===== config.mk =====
export PLATFORM = sky130hd
export DESIGN_NAME = pic_ctrl
export DESIGN_NICKNAME = d
export VERILOG_FILES = /design/src/rtl/pic_pkg.sv /design/src/rtl/pic_cfg.sv /design/src/rtl/pic_req.sv /design/src/rtl/pic_svc.sv /design/src/rtl/pic_ctrl.sv
export SDC_FILE = /design/constraint.sdc
export NUM_CORES = 1
export LEC_CHECK = 0
export BUFFER_PORTS_ARGS = -buffer_cell sky130_fd_sc_hd__buf_2
export CORE_MARGIN = 4
export CORE_UTILIZATION = 59
export CTS_BUF_LIST = sky130_fd_sc_hd__clkbuf_2 sky130_fd_sc_hd__clkbuf_4 sky130_fd_sc_hd__clkbuf_8
export CTS_CLUSTER_SIZE = 30
export DETAILED_ROUTE_END_ITERATION = 16
export PLACE_DENSITY_LB_ADDON = 0.05
export SETUP_SLACK_MARGIN = 0.1
export SKIP_LAST_GASP = 1
export SLEW_MARGIN = 20
export SYNTH_ARGS = -nofsm -noshare
export SYNTH_HDL_FRONTEND = slang
export SYNTH_HIERARCHICAL = 1
export SYNTH_SLANG_ARGS = --single-unit

===== constraint.sdc =====
create_clock -name clk -period 2.7 [get_ports clk]
set_input_delay 0.405 -clock clk [delete_from_list [all_inputs] [get_ports clk]]
set_output_delay 0.405 -clock clk [all_outputs]
set_load 0.01 [all_outputs]

===== src/rtl/pic_pkg.sv =====
// Shared constants and types for the interrupt controller.
// Assumes an eight-line controller on a byte-wide bus.
package pic_pkg;
    localparam int IRQ_N  = 8;
    localparam int ID_W   = $clog2(IRQ_N);
    localparam int BYTE_W = 8;

    // command-word bit positions (the decode depends on them)
    localparam int START_BIT  = 4;
    localparam int EOI_BIT    = 5;
    localparam int NOCASC_BIT = 1;
    localparam int WANTMD_BIT = 0;
    localparam int AUTO_BIT   = 1;

    typedef enum logic [2:0] {
        ST_IDLE,
        ST_BASE,
        ST_CASC,
        ST_MODE,
        ST_READY
    } seq_st_t;
endpackage


===== src/rtl/pic_cfg.sv =====
// Command sequencer and configuration store.
// Decodes command and data writes and steps through the setup words.
// Assumes at most one write per cycle.
module pic_cfg
    import pic_pkg::*;
#(
    parameter int LINES = IRQ_N,
    parameter int DW    = BYTE_W,
    localparam int IW   = $clog2(LINES)
) (
    input  logic          clk,
    input  logic          rst_n,
    input  logic          wr,
    input  logic          addr,
    input  logic [DW-1:0] wdata,
    output logic [LINES-1:0] mask_q,
    output logic [DW-1:0] base_q,
    output logic [LINES-1:0] casc_q,
    output logic          auto_q,
    output logic          ready,
    output logic          start_p,
    output logic          eoi_p
);
    seq_st_t st_q;
    logic    nocasc_q, wantmd_q;
    logic    cmd_wr, dat_wr;

    // split the write strobe by address
    always_comb begin
        cmd_wr  = wr && !addr;
        dat_wr  = wr && addr;
        start_p = cmd_wr && wdata[START_BIT];
        eoi_p   = cmd_wr && !wdata[START_BIT] && wdata[EOI_BIT] && ready;
        ready   = (st_q == ST_READY);
    end

    // sequence state and configuration registers
    always_ff @(posedge clk) begin
        if (!rst_n) begin
            st_q     <= ST_IDLE;
            nocasc_q <= 1'b0;
            wantmd_q <= 1'b0;
            mask_q   <= '0;
            base_q   <= '0;
            casc_q   <= '0;
            auto_q   <= 1'b0;
        end else if (start_p) begin
            st_q     <= ST_BASE;
            nocasc_q <= wdata[NOCASC_BIT];
            wantmd_q <= wdata[WANTMD_BIT];
            mask_q   <= '0;
            casc_q   <= '0;
            auto_q   <= 1'b0;
        end else if (dat_wr) begin
            case (st_q)
                ST_BASE: begin
                    base_q <= {wdata[DW-1:IW], {IW{1'b0}}};
                    if (!nocasc_q)     st_q <= ST_CASC;
                    else if (wantmd_q) st_q <= ST_MODE;
                    else               st_q <= ST_READY;
                end
                ST_CASC: begin
                    casc_q <= wdata[LINES-1:0];
                    st_q   <= wantmd_q ? ST_MODE : ST_READY;
                end
                ST_MODE: begin
                    auto_q <= wdata[AUTO_BIT];
                    st_q   <= ST_READY;
                end
                ST_READY: mask_q <= wdata[LINES-1:0];
                default: ;
            endcase
        end
    end
endmodule


===== src/rtl/pic_req.sv =====
// Request capture: one edge detector and pending bit per line.
// A new edge wins over an acknowledge clear in the same cycle.
// A sequence start clears everything.
module pic_req #(
    parameter int LINES = pic_pkg::IRQ_N
) (
    input  logic             clk,
    input  logic             rst_n,
    input  logic [LINES-1:0] irq_in,
    input  logic             clr_all,
    input  logic [LINES-1:0] ack_clr,
    output logic [LINES-1:0] pend_q
);
    logic [LINES-1:0] prev_q;

    for (genvar i = 0; i < LINES; i++) begin : g_line
        // remember last level and update the pending bit
        always_ff @(posedge clk) begin
            if (!rst_n) begin
                prev_q[i] <= 1'b0;
                pend_q[i] <= 1'b0;
            end else begin
                prev_q[i] <= irq_in[i];
                if (clr_all)                      pend_q[i] <= 1'b0;
                else if (irq_in[i] && !prev_q[i]) pend_q[i] <= 1'b1;
                else if (ack_clr[i])              pend_q[i] <= 1'b0;
            end
        end
    end
endmodule


===== src/rtl/pic_svc.sv =====
// Priority resolution, in-service tracking and vector output.
// Line 0 has the highest priority.
// Assumes the pending and mask inputs come from registers.
module pic_svc
    import pic_pkg::*;
#(
    parameter int LINES = IRQ_N,
    parameter int DW    = BYTE_W,
    localparam int IW   = $clog2(LINES)
) (
    input  logic             clk,
    input  logic             rst_n,
    input  logic [LINES-1:0] pend,
    input  logic [LINES-1:0] mask,
    input  logic             ready,
    input  logic             ack,
    input  logic             eoi,
    input  logic             auto_mode,
    input  logic             clr_all,
    input  logic [DW-1:0]    base,
    output logic             int_out,
    output logic [LINES-1:0] ack_clr,
    output logic [LINES-1:0] isr_q,
    output logic [DW-1:0]    vec_q,
    output logic             vec_v_q
);
    logic [LINES-1:0] cand, isr_nxt;
    logic [IW-1:0]    cand_id, isr_id;
    logic             cand_any, isr_any, take;

    // find the lowest-numbered unmasked pending line
    always_comb begin
        cand     = pend & ~mask;
        cand_id  = '0;
        cand_any = 1'b0;
        for (int i = LINES - 1; i >= 0; i--) begin
            if (cand[i]) begin
                cand_id  = IW'(i);
                cand_any = 1'b1;
            end
        end
    end

    // find the lowest-numbered in-service line
    always_comb begin
        isr_id  = '0;
        isr_any = 1'b0;
        for (int i = LINES - 1; i >= 0; i--) begin
            if (isr_q[i]) begin
                isr_id  = IW'(i);
                isr_any = 1'b1;
            end
        end
    end

    // raise the request and form the acknowledge strobe
    always_comb begin
        int_out = ready && cand_any && (!isr_any || (cand_id < isr_id));
        take    = ack && int_out;
        ack_clr = take ? (LINES'(1) << cand_id) : '0;
    end

    // next in-service value: the end-of-service clear applies before the new set
    always_comb begin
        isr_nxt = isr_q;
        if (eoi && isr_any)      isr_nxt[isr_id]  = 1'b0;
        if (take && !auto_mode)  isr_nxt[cand_id] = 1'b1;
    end

    // in-service register and vector output
    always_ff @(posedge clk) begin
        if (!rst_n) begin
            isr_q   <= '0;
            vec_q   <= '0;
            vec_v_q <= 1'b0;
        end else begin
            isr_q   <= clr_all ? '0 : isr_nxt;
            vec_v_q <= take;
            if (take) vec_q <= base | DW'(cand_id);
        end
    end
endmodule


===== src/rtl/pic_ctrl.sv =====
// Top of the eight-line interrupt controller.
// Joins the sequencer, the request capture and the service logic.
// Read data is combinational from registers.
module pic_ctrl
    import pic_pkg::*;
#(
    parameter int LINES = IRQ_N,
    parameter int DW    = BYTE_W
) (
    input  logic             clk,
    input  logic             rst_n,
    input  logic             bus_wr,
    input  logic             bus_addr,
    input  logic [DW-1:0]    bus_wdata,
    output logic [DW-1:0]    bus_rdata,
    input  logic [LINES-1:0] irq_in,
    output logic             int_out,
    input  logic             int_ack,
    output logic [DW-1:0]    vec_out,
    output logic             vec_valid,
    output logic [LINES-1:0] casc_lines
);
    logic [LINES-1:0] mask_w, pend_w, isr_w, ack_clr_w;
    logic [DW-1:0]    base_w;
    logic             auto_w, ready_w, start_w, eoi_w;

    pic_cfg #(.LINES(LINES), .DW(DW)) u_cfg (
        .clk(clk), .rst_n(rst_n), .wr(bus_wr), .addr(bus_addr), .wdata(bus_wdata),
        .mask_q(mask_w), .base_q(base_w), .casc_q(casc_lines), .auto_q(auto_w),
        .ready(ready_w), .start_p(start_w), .eoi_p(eoi_w)
    );

    pic_req #(.LINES(LINES)) u_req (
        .clk(clk), .rst_n(rst_n), .irq_in(irq_in), .clr_all(start_w),
        .ack_clr(ack_clr_w), .pend_q(pend_w)
    );

    pic_svc #(.LINES(LINES), .DW(DW)) u_svc (
        .clk(clk), .rst_n(rst_n), .pend(pend_w), .mask(mask_w), .ready(ready_w),
        .ack(int_ack), .eoi(eoi_w), .auto_mode(auto_w), .clr_all(start_w),
        .base(base_w), .int_out(int_out), .ack_clr(ack_clr_w), .isr_q(isr_w),
        .vec_q(vec_out), .vec_v_q(vec_valid)
    );

    // read mux: pending bits or mask
    always_comb bus_rdata = bus_addr ? DW'(mask_w) : DW'(pend_w);
endmodule


==> impl_results.md <==
- Top-count cell post-synth: dfxtp_1
- Layout area overhead: 21.3%
- DR iter-0 viols: 153
- H-tree depth: 3
- Post-layout nets: 414
- Worst Skew: 7.59 ps
- Pins Over Slew Limit: 0
- Share of layout cells above drive strength 1: 0.369
- # IOs: 47
- Clock Path Buffers: 2
- Status: completed
- Hold buffers post-CTS: 0
- DRC viols: 0
- Via Count: 2654
- CTS tree: yes
- Total clock buffers created by CTS: 9
- Vias in the first global route: 2506
- Largest net degree at the start of global routing: 29
- Period minus WS final: 2690 ps
- Average wire per cell in the routed design: 16.1 um
- CP max FO: 3
- Peak supply drop: 0.000408 V
- Via density: 5.73
- Cells after Synth: 332
- Sequential area share after synthesis: 0.392
- #FFs+latches synth: 60
- Die area: 6410 um2
- Mean Syn Cell Area: 9.22 um2
- CP arrival: 2290 ps
- Initial Utilization: 0.627
- Slowest stage delay, CP: 320 ps
- Critical-path cell list: nor2b_4, nor4_4, nand2b_4, inv_4, ha_4, o21a_1, o22ai_2, a21o_2, and3_4, buf_6
- CP Class: reg2out
- Slowest stage cell on the critical path: dfxtp_2
- Diode count: 0
- Worst setup SP type: flip-flop
- Worst slew pin tran: 732 ps
- Fmax: 372 MHz
- Design Area, Final: 3710 um2
- Fin util: 0.761
- Sequential cell area: 1210 um2
- P_leak: 0.00149 uW
- Post-synth EDFFs: 0
- Cell Area, Synth: 3060 um2
- CTS sink count: 60
- Rel. slew slack: 0.511
- Ys flop type: dfxtp_1
- PortBufs: 46
- # rows: 25
- Post-synth top area share: 0.392
- Drt total wl: 7460 um
- Warnings from Yosys: 6
- Worst-Skew Late Latency: 350 ps
- First-pass GRT wire length: 12100 um
- Async set-or-reset flop fraction in the synthesized netlist: 0
- Final Cycle Share: 0.997
- Chip width: 80.0 um
- Clock Tree Root: clkbuf_8
- Detailed Routing Iterations Pass 1: 5
- CP endpoint kind: output pin
- Gr ovfl total: 0
- Synth area leaders: dfxtp_1 (39%), nand2b_1 (5.3%), nand2_1 (4.5%)
- Final setup fails: 0
- Most common library cells after synthesis: dfxtp_1 (60), nand2_1 (37), nand2b_1 (26)
- Worst hold slack: 293 ps
- ANT nets after route: 0
- Worst min-delay path class: in2reg
- Unique cell type count in the Yosys netlist: 64
- Unrepaired setup endpoints after global routing: yes
- Worst EP required: 2300 ps
- Core area: 4880 um2
- Setup TNS: 0 ps
- Antenna violations before repair: 0
- GP Congestion: 0.883
- DP Area: 3290 um2
- Buf/Inv on CP: 2
- Tot GR Track Use: 0.248
- Die Y: 80.0 um
- HPWL Detailed: 5110 um
- Synth area leader: dfxtp_1
- Crit-path leading delay family: simple AND/OR/NAND/NOR gates
- Power density cells: 578 nW/um2
- Fill count: 372
- Clk slew on worst S/H paths: 60 ps
- Multi-input logic area: 1790 um2
- Max-Cap Viols: 0
- Fin. Hold Viols: 0
## per-layer routing
layer | up-vias | global-route usage | routed length [um]
met2 | 94 | 0.382 | 3400
met3 | 23 | 0.0666 | 442
met1 | 1258 | 0.323 | 3400
met4 | 0 | 0.113 | 216
li1 | 1279 | - | -
met5 | - | 0 | 0
## cells in the final DEF, fill, tap and decap left out, types with 10 or more instances in the layout
cell type	count
dfxtp_1	51
nor2_1	17
clkbuf_8	12
buf_2	45
nand2b_1	25
a21oi_1	21
buf_4	15
mux2i_1	10
nand3_1	20
nand2_1	37
o21ai_0	21
## power by group
group          switching (uW)  leakage [uW]  internal (uW)
combinational             150      0.000878            127
clock                     359      0.000122            592
sequential               11.4      0.000491            906
total                     521       0.00149           1620
## per-stage QoR
stage	cells	total power (uW)	worst slack (ps)
after CTS	461	2140	49.8
after global placement	435	1160	206
after floorplan	334	1100	345
final	463	2150	8.27
after detailed placement	435	1160	109
after global routing	463	2230	-71.9
## area by class of cell
| class | instances | area share |
|---|---|---|
| multi-input cells | 252 | 0.482 |
| flip-flops and latches | 60 | 0.326 |
| repair buffers | 61 | 0.0940 |
| clock buffers | 12 | 0.0445 |
| well taps | 67 | 0.0226 |
| clock inverters | 4 | 0.0189 |
| inverters | 7 | 0.0111 |
## timing repair
item | CTS | global route
endpoints found under the setup margin | 1 | 6
pin swaps | 5 | 3
gates resized for setup | 18 | 6
setup buffers | 10 | 2
## state kept, by name, indices dropped and copies added, names as in the netlist
name            cells
u_cfg/auto_q        1
u_svc/vec_v_q       1
u_cfg/nocasc_q      1
u_cfg/base_q        5
u_cfg/wantmd_q      1
u_svc/isr_q         8
u_svc/vec_q         8
u_cfg/mask_q        8
u_req/prev_q        8
u_cfg/casc_q        8
u_cfg/st_q          3
u_req/pend_q        8
## worst paths after layout
| path | startpoint | to | slack (ps) | cells past startpoint |
|---|---|---|---|---|
| setup / recovery | u_req/pend_q[7]$_SDFFE_PP0P_ | int_out | 8 | 10 |
| setup reg to reg | u_req/pend_q[7]$_SDFFE_PP0P_ | u_req/pend_q[6]$_SDFFE_PP0P_ | 280 | 12 |
| hold reg to reg | u_svc/vec_q[4]$_SDFFE_PN0P_ | u_svc/vec_q[4]$_SDFFE_PN0P_ | 450 | 2 |
| hold / removal | irq_in[5] | u_req/prev_q[5]$_SDFF_PN0_ | 290 | 2 |
## logic make-up after synthesis
family	after synthesis	share of synthesized area
other	1	0.00122
AO/OA/AOI/OAI	84	0.194
AND/OR/NAND/NOR	145	0.281
buffers and inverters	22	0.0515
adder cells (fa/ha/maj)	2	0.00817
flip-flops	60	0.392
multiplexers	18	0.0719
## worst register-to-register path, stage by stage (launching register included)
cell	delay (ps)
dfxtp_2	320
nor2b_4	130
nor4_4	300
nand2b_4	190
inv_4	40
ha_4	270
o21a_1	130
o22ai_2	80
buf_4	150
o211ai_4	350
nor2_1	100
nand2b_1	170
a21oi_2	110
Note: power is estimated with default switching activity, not from simulation.
